### src/rtl/cwseq_pkg.sv
package cwseq_pkg;

  typedef enum logic [1:0] {
    MODE_SINGLE = 2'd0,
    MODE_PAGE   = 2'd1,
    MODE_RUN    = 2'd2
  } rd_mode_e;

  typedef enum logic [1:0] {
    SQ_IDLE = 2'd0,
    SQ_REQ  = 2'd1,
    SQ_PUB  = 2'd2
  } seq_state_e;

  localparam logic [21:0] READ_OP_LOW = 22'h000032;
  localparam int          PAGE_SEL_BIT = 23;
  localparam int          RUN_SEL_BIT  = 22;

endpackage

### src/rtl/cwseq_decode.sv
module cwseq_decode
  import cwseq_pkg::*;
(
  input  logic [31:0] cmd,
  output logic        legal,
  output rd_mode_e    mode,
  output logic        serial
);

  always_comb begin
    legal  = (cmd[21:0] == READ_OP_LOW);
    serial = |cmd[31:24];
    if (cmd[PAGE_SEL_BIT])     mode = MODE_PAGE;
    else if (cmd[RUN_SEL_BIT]) mode = MODE_RUN;
    else                       mode = MODE_SINGLE;
  end

endmodule

### src/rtl/cwseq_walker.sv
module cwseq_walker #(
  parameter int PAGE_W = 8,
  parameter int CW_W   = 8
) (
  input  logic              clk,
  input  logic              rst_n,
  input  logic              load,
  input  logic              single,
  input  logic [PAGE_W-1:0] page_lim,
  input  logic [CW_W-1:0]   cw_lim,
  input  logic [CW_W-1:0]   start_cw,
  input  logic              step,
  output logic [PAGE_W-1:0] page,
  output logic [CW_W-1:0]   cw,
  output logic              last
);

  logic [PAGE_W-1:0] page_q, page_lim_q;
  logic [CW_W-1:0]   cw_q, cw_lim_q;
  logic              single_q;

  always_ff @(posedge clk) begin
    if (!rst_n) begin
      page_q     <= '0;
      cw_q       <= '0;
      page_lim_q <= '0;
      cw_lim_q   <= '0;
      single_q   <= 1'b0;
    end else if (load) begin
      page_q     <= '0;
      cw_q       <= start_cw;
      page_lim_q <= page_lim;
      cw_lim_q   <= cw_lim;
      single_q   <= single;
    end else if (step) begin
      if (cw_q == cw_lim_q) begin
        cw_q   <= '0;
        page_q <= page_q + PAGE_W'(1);
      end else begin
        cw_q <= cw_q + CW_W'(1);
      end
    end
  end

  assign page = page_q;
  assign cw   = cw_q;
  assign last = single_q || ((cw_q == cw_lim_q) && (page_q == page_lim_q));

endmodule

### src/rtl/cwseq_recsel.sv
module cwseq_recsel #(
  parameter int NREC   = 4,
  parameter int KIND_W = 2
) (
  input  logic [NREC-1:0]   mask,
  input  logic [KIND_W-1:0] ptr,
  output logic [KIND_W-1:0] first_idx,
  output logic              first_any,
  output logic [KIND_W-1:0] next_idx,
  output logic              next_any
);

  always_comb begin
    first_any = 1'b0;
    first_idx = '0;
    next_any  = 1'b0;
    next_idx  = '0;
    for (int i = NREC - 1; i >= 0; i--) begin
      if (mask[i]) begin
        first_any = 1'b1;
        first_idx = KIND_W'(i);
        if (i > int'(ptr)) begin
          next_any = 1'b1;
          next_idx = KIND_W'(i);
        end
      end
    end
  end

endmodule

### src/rtl/cw_page_seq.sv
module cw_page_seq
  import cwseq_pkg::*;
#(
  parameter int PAGE_W = 8,
  parameter int CW_W   = 8,
  parameter int FLAG_W = 8,
  parameter int NREC   = 4
) (
  input  logic                                    clk,
  input  logic                                    rst_n,
  input  logic [31:0]                             cmd_word,
  input  logic [PAGE_W-1:0]                       mp_pages,
  input  logic [CW_W-1:0]                         cw_per_page,
  input  logic [NREC-1:0]                         stat_mask,
  input  logic                                    exec_go,
  output logic                                    rd_req,
  output logic [PAGE_W-1:0]                       rd_page,
  output logic [CW_W-1:0]                         rd_cw,
  output logic                                    rd_serial,
  input  logic                                    rd_ack,
  input  logic [FLAG_W-1:0]                       rd_flags,
  output logic                                    st_valid,
  input  logic                                    st_ready,
  output logic [$clog2(NREC)+PAGE_W+CW_W+FLAG_W:0] st_data,
  output logic                                    busy,
  output logic                                    done_irq,
  output logic                                    err_sticky,
  output logic [FLAG_W-1:0]                       stat_reg
);

  localparam int KIND_W = $clog2(NREC);

  seq_state_e        state_q, state_d;
  rd_mode_e          mode_q, dec_mode;
  logic              serial_q, dec_serial, dec_legal;
  logic [NREC-1:0]   mask_q;
  logic [KIND_W-1:0] kind_q, first_idx, next_idx;
  logic              first_any, next_any;
  logic [FLAG_W-1:0] flags_q;
  logic              done_q, err_q;
  logic [CW_W-1:0]   norm_idx_q, norm_rd, cw_lim, start_cw;
  logic [PAGE_W-1:0] page_lim;
  logic              accept, ack_hs, pub_hs, finish_cw, last_cw, step, complete;
  logic [PAGE_W-1:0] cur_page;
  logic [CW_W-1:0]   cur_cw;

  cwseq_decode u_dec (
    .cmd    (cmd_word),
    .legal  (dec_legal),
    .mode   (dec_mode),
    .serial (dec_serial)
  );

  assign busy   = (state_q != SQ_IDLE);
  assign accept = exec_go && !busy && dec_legal;

  // effective limits: zero counts as one
  assign cw_lim   = (cw_per_page == '0) ? '0 : cw_per_page - CW_W'(1);
  assign page_lim = (dec_mode != MODE_RUN || mp_pages == '0) ? '0
                                                             : mp_pages - PAGE_W'(1);
  assign norm_rd  = (norm_idx_q > cw_lim) ? '0 : norm_idx_q;
  assign start_cw = (dec_mode == MODE_SINGLE) ? norm_rd : '0;

  cwseq_walker #(.PAGE_W(PAGE_W), .CW_W(CW_W)) u_walk (
    .clk      (clk),
    .rst_n    (rst_n),
    .load     (accept),
    .single   (dec_mode == MODE_SINGLE),
    .page_lim (page_lim),
    .cw_lim   (cw_lim),
    .start_cw (start_cw),
    .step     (step),
    .page     (cur_page),
    .cw       (cur_cw),
    .last     (last_cw)
  );

  cwseq_recsel #(.NREC(NREC), .KIND_W(KIND_W)) u_sel (
    .mask      (mask_q),
    .ptr       (kind_q),
    .first_idx (first_idx),
    .first_any (first_any),
    .next_idx  (next_idx),
    .next_any  (next_any)
  );

  assign ack_hs    = (state_q == SQ_REQ) && rd_ack;
  assign pub_hs    = (state_q == SQ_PUB) && st_ready;
  assign finish_cw = (ack_hs && !first_any) || (pub_hs && !next_any);
  assign step      = finish_cw && !last_cw;
  assign complete  = finish_cw && last_cw;

  always_comb begin
    state_d = state_q;
    case (state_q)
      SQ_IDLE: if (accept) state_d = SQ_REQ;
      SQ_REQ: begin
        if (ack_hs) begin
          if (first_any)    state_d = SQ_PUB;
          else if (last_cw) state_d = SQ_IDLE;
          else              state_d = SQ_REQ;
        end
      end
      SQ_PUB: begin
        if (pub_hs) begin
          if (next_any)     state_d = SQ_PUB;
          else if (last_cw) state_d = SQ_IDLE;
          else              state_d = SQ_REQ;
        end
      end
      default: state_d = SQ_IDLE;
    endcase
  end

  always_ff @(posedge clk) begin
    if (!rst_n) begin
      state_q    <= SQ_IDLE;
      mode_q     <= MODE_SINGLE;
      serial_q   <= 1'b0;
      mask_q     <= '0;
      kind_q     <= '0;
      flags_q    <= '0;
      done_q     <= 1'b0;
      err_q      <= 1'b0;
      norm_idx_q <= '0;
    end else begin
      state_q <= state_d;
      done_q  <= complete;
      if (exec_go && (busy || !dec_legal)) err_q <= 1'b1;
      if (accept) begin
        mode_q   <= dec_mode;
        serial_q <= dec_serial;
        mask_q   <= stat_mask;
        if (dec_mode == MODE_SINGLE)
          norm_idx_q <= (norm_rd == cw_lim) ? '0 : norm_rd + CW_W'(1);
      end
      if (ack_hs) begin
        flags_q <= rd_flags;
        kind_q  <= first_idx;
      end else if (pub_hs && next_any) begin
        kind_q <= next_idx;
      end
    end
  end

  assign rd_req     = (state_q == SQ_REQ);
  assign rd_page    = cur_page;
  assign rd_cw      = cur_cw;
  assign rd_serial  = serial_q;
  assign st_valid   = (state_q == SQ_PUB);
  assign st_data    = {kind_q, serial_q, cur_page, cur_cw, flags_q};
  assign done_irq   = done_q;
  assign err_sticky = err_q;
  assign stat_reg   = (busy && mode_q != MODE_SINGLE) ? '0 : flags_q;

endmodule

### config.mk
export PLATFORM = sky130hd
export DESIGN_NAME = cw_page_seq
export DESIGN_NICKNAME = d
export VERILOG_FILES = /design/src/rtl/cwseq_pkg.sv /design/src/rtl/cwseq_decode.sv /design/src/rtl/cwseq_walker.sv /design/src/rtl/cwseq_recsel.sv /design/src/rtl/cw_page_seq.sv
export SDC_FILE = /design/constraint.sdc
export NUM_CORES = 1
export LEC_CHECK = 0
export ABC_AREA = 1
export ABC_CLOCK_PERIOD_IN_PS = 4660
export BUFFER_PORTS_ARGS = -buffer_cell sky130_fd_sc_hd__buf_2
export CELL_PAD_IN_SITES_DETAIL_PLACEMENT = 1
export CELL_PAD_IN_SITES_GLOBAL_PLACEMENT = 1
export CORE_MARGIN = 2
export CORE_UTILIZATION = 40
export DETAILED_ROUTE_END_ITERATION = 7
export HOLD_SLACK_MARGIN = 0.1
export PLACE_DENSITY_LB_ADDON = 0.1
export RECOVER_POWER = 100
export SLEW_MARGIN = 20
export SYNTH_ARGS = -nofsm -noshare
export SYNTH_HDL_FRONTEND = slang
export SYNTH_SLANG_ARGS = --single-unit
### constraint.sdc
create_clock -name clk -period 4.66 [get_ports clk]
set_input_delay 0.233 -clock clk [delete_from_list [all_inputs] [get_ports clk]]
set_output_delay 0.233 -clock clk [all_outputs]
set_load 0.01 [all_outputs]
# Word level (Yosys, flattened, before mapping)
# Cells that the tools add are included.
classes:
  n_addsub: 5
  n_reduce_logical: 34
  order_cmp: 4
  muxes: 40
  n_eq_ne: 10
  bitwise_logic: 1
ops:
  columns: ["op", "n"]
  rows:
  - ["8-bit two-way mux", 9]
  - ["2-bit two-way mux", 19]
  - ["8-bit by 1-bit adder with 8-bit output (second input constant)", 3]
  - ["8-bit equality test", 3]
  - ["22-bit by 6-bit equality test with 1-bit output (second input constant)", 1]
  - ["8-bit zero test", 2]
  - ["8-bit by 1-bit subtractor with 8-bit output (second input constant)", 2]
  - ["1-bit logical AND", 12]
  - ["1-bit two-way mux", 11]
  - ["8-bit greater-than comparator", 1]
  - ["2-bit nonzero test", 4]
  - ["8-bit OR reduction", 1]
  - ["2-bit case mux with 3 select lines", 1]
  - ["1-bit zero test", 5]
  - ["2-bit greater-than comparator (first input constant)", 2]
  - ["2-bit zero test", 2]
  - ["1-bit logical OR", 4]
  - ["2-bit by 1-bit inequality test with 1-bit output (second input constant)", 2]
  - ["2-bit inequality test (second input constant)", 2]
  - ["2-bit AND reduction", 2]
  - ["3-bit AND reduction", 1]
  - ["2-bit by 1-bit equality test with 1-bit output (second input constant)", 1]
  - ["2-bit equality test (second input constant)", 1]
  - ["1-bit by 2-bit greater-than comparator with 1-bit output (first input constant)", 1]
  - ["other kinds (2)", 2]
totals:
  output_inout_bits: 57
  word_cells: 108
  reg_bits: 62
  inputBits: 65

# Longest topological paths before layout
depth:
  depth_word: 13
  mapped_depth: 25
  ltp_nobuf: 25

# Cells and area by module
# A second synthesis with hierarchy kept.
hier_totals:
  hier_cells: 654
  hier_area_um2: 4235.3
by_module_without_submodules:
  columns: ["module", "cells_each", "area_per_inst_um2", "n_inst"]
  rows:
  - ["cw_page_seq", 370, 2346.0, 1]
  - ["cwseq_walker", 236, 1687.9, 1]
  - ["cwseq_decode", 28, 116.4, 1]
  - ["cwseq_recsel", 20, 85.1, 1]

# Worst setup path before layout
# No wires, ideal clock.
synth_timing:
  path_kind: "input-to-reg"
  startpoint: "in cw_per_page[0]"
  endpoint: "reg norm_idx_q[4]"
  cell_stages: 24
  t_arrival_ps: 2490
  path_buffers: 1
  setup_time_ps: 132
  setup_slack_ps: 2038
  cell_sequence: "inv_1 > ha_1 > nand3_2 > nor2_4 > nand3_4 > inv_1 > nor2_1 > inv_2 > ha_1 > nand2_1 > nand2_1 > nand2_1 > nand2_1 > nand2_1 > nand2_1 > nand2_2 > buf_6 > nand2_1 > inv_1 > ha_1 > nand4_1 > xor2_1 > nand3_1 > a21oi_1"
synth_between:
  elab_chain_len: 6
  elab_cells_between_ends: 8
  cone_classes: "2 x add/sub; 1 x order compare; 1 x eq/ne; 3 x mux; 1 x reduce/logical"
synth_lines:
  columns: ["element", "line_no", "text"]
  rows:
  - ["start: declaration", "cw_page_seq.sv:13", "input logic [CW_W-1:0] cw_per_page,"]
  - ["8-bit by 1-bit subtractor with 8-bit output / 8-bit zero test (equally long branches)", "cw_page_seq.sv:58", "assign cw_lim = (cw_per_page == '0) ? '0 : cw_per_page - CW_W'(1);"]
  - ["8-bit two-way mux *", "cw_page_seq.sv:58", null]
  - ["8-bit greater-than comparator", "cw_page_seq.sv:61", "assign norm_rd = (norm_idx_q > cw_lim) ? '0 : norm_idx_q;"]
  - ["8-bit two-way mux", "cw_page_seq.sv:61", null]
  - ["8-bit by 1-bit adder with 8-bit output / 8-bit equality test (equally long branches)", "cw_page_seq.sv:135", "norm_idx_q <= (norm_rd == cw_lim) ? '0 : norm_rd + CW_W'(1);"]
  - ["8-bit two-way mux *", "cw_page_seq.sv:135", null]
  - ["end signal: assignment", "cw_page_seq.sv:135", null]
  - ["end: declaration", "cw_page_seq.sv:41", "logic [CW_W-1:0] norm_idx_q, norm_rd, cw_lim, start_cw;"]
# Every way passes the cells marked *; elsewhere a longest branch is shown, timed or not.
# A chain may end at the register's enable or synchronous reset.

# Worst setup path in the final report
layout_timing:
  startpoint: "in cw_per_page[0]"
  endpoint: "reg norm_idx_q[3]"
# Same word-level chain as after synthesis.

==> results_dict.tcl <==
set metrics [dict create \
    endpoint "norm_idx_q[3]" \
    synth_top_area_share_pct 29.3 \
    rsz0062_at_grt "no" \
    max_slew.worst_pin.slew_ps 1080 \
    yosys_warnings 0 \
    finalSetupViolCount 0 \
    final_cells 855 \
    crit_buf_inv 5 \
    hold_path_class "input pin to register" \
    synth-seq-cells 62 \
    syn_to_final_growth_pct 14.0 \
    nNetsFinal 793 \
    gp_congestion 0.885 \
    cap_violations 0 \
    antenna_found_initial 0 \
    status "finished clean" \
    htreeDepth 3 \
    combPwrFrac_pct 8.9 \
    clock-root-buffer "clkbuf_8" \
    pwr-share-clk_pct 45.5 \
    grt_pass1_vias 4445 \
    route.met2.wl_um 6400 \
    drv_slew 0 \
    min_period_over_period_pct 74.7 \
    power.density_nw_per_um2 241 \
    hold_viol_final 0 \
    path_clk_slew_ps 80 \
    yosysTopAreaCell "dfxtp_1" \
    die_h_um 107 \
    fillers 1449 \
    intPower_mw 0.872 \
    syn_avg_cell_area_um2 6.96 \
    cts_inserted_buffers 9 \
    synth_flop_cell "dfxtp_1" \
    initial_utilization_pct 41.1 \
    syn_inst 609 \
    maxSlewHeadroom_pct 27.5 \
    fin_skew_ps 10.3 \
    antennaDiodeCount 0 \
    ios 122 \
    io_buffers 121 \
    required_ps 4880 \
    max_stage_delay_ps 530 \
    cp-start-kind "input pin" \
    min_period_ps 3480 \
    startpoint "cw_per_page[0]" \
    cts_tree "yes" \
    multi_input_area_um2 2310 \
    wl_um 12600 \
    ys_seq_area_share_pct 29.3 \
    crit_path_cell_trace "clkbuf_1, inv_1, ha_1, nand3_1, nor2_1, nand3_1, inv_1, nor2_1, clkinv_1, ha_1, nand2_1, nand2_1, nand2_1, nand2_1, nand2_1, nand2_1, nand2_1, nand2_1, nor2_4, xor2_1, inv_1, nand3_1, a21oi_1" \
    wire_per_inst_um 14.7 \
    worst_r2r_endpoint "mask_q[2]" \
    num_rows 37 \
    drt-vias-per-instance 5.04 \
    grt_max_degree 24 \
    postCtsResizedCells 0 \
    synth_area_leaders "dfxtp_1 (29%), nand2_1 (11%), inv_1 (7.2%)" \
    dieWidth_um 107 \
    antenna_left 0 \
    numClockSinks 62 \
    p_switching_mw 0.291 \
    max_freq_mhz 287 \
    vdd_drop_max_mv 0.110 \
    power.share.switching_pct 25.0 \
    worst-path-max-fanout 22 \
    cp_common_cell "nand2_1" \
    wl_met1_um 5480 \
    maxUsedRoutingLayer "met4" \
    reg2regPathDepth 10 \
    cp.depth 23 \
    end_kind "register" \
    crit_family "simple AND/OR/NAND/NOR gates" \
    grt_pass1_wl_um 20600 \
    grt_usage_pct 22.4 \
    clkLatencyLatePin_ps 350 \
    synthArstFlopShare_pct 0 \
    drc_errors 0 \
    first_pass_iters 7 \
    cts_buffer_depth 2 \
    seqPwrFrac_pct 45.6 \
    dp_cells 836 \
    met3_wirelength_um 360 \
    overflow 0 \
    r2r_start "state_q[1]" \
    seq_area_um2 1240 \
    synth_area_um2 4240 \
    crit_type "input pin to register" \
    ys_types 49 \
    coreArea_um2 10300 \
    cpMaxStageDelayCell "nand2_1" \
    p_leak_nw 2.19 \
    drive_above_1_share_pct 15.6 \
    ff2ff_setup_slack_ps 1410 \
    drt_iter0_drc 225 \
    synth_edf_count 0 \
    arrival_ps 3700 \
    dpl.hpwl_um 9840 \
    timing.setup.tns_ps 0 \
    syn_nets 688 \
    die-area_um2 11400 \
    num_vias 4307 \
]
[cells in the final DEF, fill, tap and decap left out, types with 3 or more instances in the layout]
master / count
a31oi_1: 4
o22ai_2: 3
nand3_2: 3
o21ai_0: 40
or2_2: 5
ha_1: 14
o22ai_1: 7
dlygate4sd3_1: 3
clkbuf_8: 9
nand3_1: 38
clkbuf_1: 59
a21oi_1: 36
o21ai_1: 4
nand3b_1: 3
nand2_1: 124
nor4_1: 11
nor2_2: 6
xnor2_1: 6
nor3_1: 9
xor2_1: 19
a22o_1: 3
o21ai_2: 3
nand4_1: 10
buf_2: 63
dfxtp_1: 62
nor2_1: 63
inv_1: 84
inv_2: 4
[power groups by stage]
stage | logic [mW] | clock network, mW | registers [mW]
global route | 0.116 | 0.565 | 0.530
global placement | 0.103 | 0 | 0.543
finish | 0.103 | 0.529 | 0.530
CTS | 0.110 | 0.539 | 0.530
detailed placement | 0.108 | 0 | 0.543
floorplan | 0.0575 | 0 | 0.543
[sequential cells by signal, indices dropped and copies added (netlist names)]
register	flops
state_q	2
mask_q	4
kind_q	2
norm_idx_q	8
u_walk.cw	8
u_walk.page	8
rd_serial	1
mode_q	2
u_walk.page_lim_q	8
done_irq	1
u_walk.cw_lim_q	8
err_sticky	1
u_walk.single_q	1
flags_q	8
[cells in the mapped netlist (6+ instances only)]
library cell / count
buf_4: 18
o21ai_2: 7
inv_2: 8
inv_1: 81
o21ai_0: 35
ha_1: 14
xor2_1: 19
nor3_1: 8
nor2_2: 7
dfxtp_1: 62
nor4_1: 10
nand3_1: 35
nand4_1: 9
nor2_1: 58
xnor2_1: 6
a21oi_1: 36
o22ai_1: 7
nand2_1: 119
[worst min-delay path by stage]
stage	to	startpoint	cells past startpoint	slack (ps)
finish	mask_q[3]	stat_mask[3]	2	120
global route	mask_q[3]	stat_mask[3]	2	120
CTS	mask_q[3]	stat_mask[3]	2	110
detailed placement	u_walk.page_lim_q[0]	mp_pages[0]	2	440
global placement	mask_q[2]	stat_mask[2]	3	430
floorplan	u_walk.page_lim_q[0]	mp_pages[0]	1	320
[per-layer routing]
| metal | vias to the layer above | track usage (%) |
|---|---|---|
| li1 | 2177 | - |
| met3 | 24 | 2.61 |
| met2 | 82 | 41.7 |
| met1 | 2024 | 25.6 |
| met5 | - | 0 |
| met4 | 0 | 9.93 |
[worst reg2reg max path: stages, from the launching register on]
cell and delay, ps:
dfxtp_1 350, inv_2 40, nand2_1 90, nor4_1 80, inv_1 60, nor2_1 40, nand2_1 140, inv_1 90
nor2_1 820, clkinvlp_2 1040, o21ai_0 400
[per-stage QoR]
step / area [um^2] / power [mW] / hold slack (ps) / worst slack, ps / utilization (%)
5_1_grt: 4830 / 1.21 / 122 / 764 / 46.8
2_1_floorplan: 4240 / 0.600 / 321 / 2040 / -
3_5_place_dp: 4800 / 0.650 / 441 / 1400 / 46.5
3_3_place_gp: 4800 / 0.645 / 431 / 1510 / 46.5
4_1_cts: 5040 / 1.18 / 110 / 1760 / 48.8
6_report: 4830 / 1.16 / 120 / 1180 / 46.8
[cell type report]
cell class	count	area share (%)
sequential	62	25.7
timing repair buffer	124	11.6
clock inverter	6	1.79
multi-input combinational	427	47.7
tap	136	3.52
inverter	90	7.02
clock buffer	10	2.64
[logic make-up (layout without fill, tap and decap cells)]
group           after synthesis  count (layout)  synth area share [%]
xor+xnor                     25              25                  5.17
fa+ha+maj                    14              14                  4.13
compound gates              102             102                  13.9
simple gates                286             286                  34.3
flops                        62              62                  29.3
buf+inv                     120             230                  13.3
[repair_timing]
action / in CTS / in global routing
setup endpoints to repair: 0 / 0
endpoints found under the hold margin: 3 / 0
buffers inserted: 0 / 0
hold buffers: 3 / 0
Power figures use the tool's default switching activity.
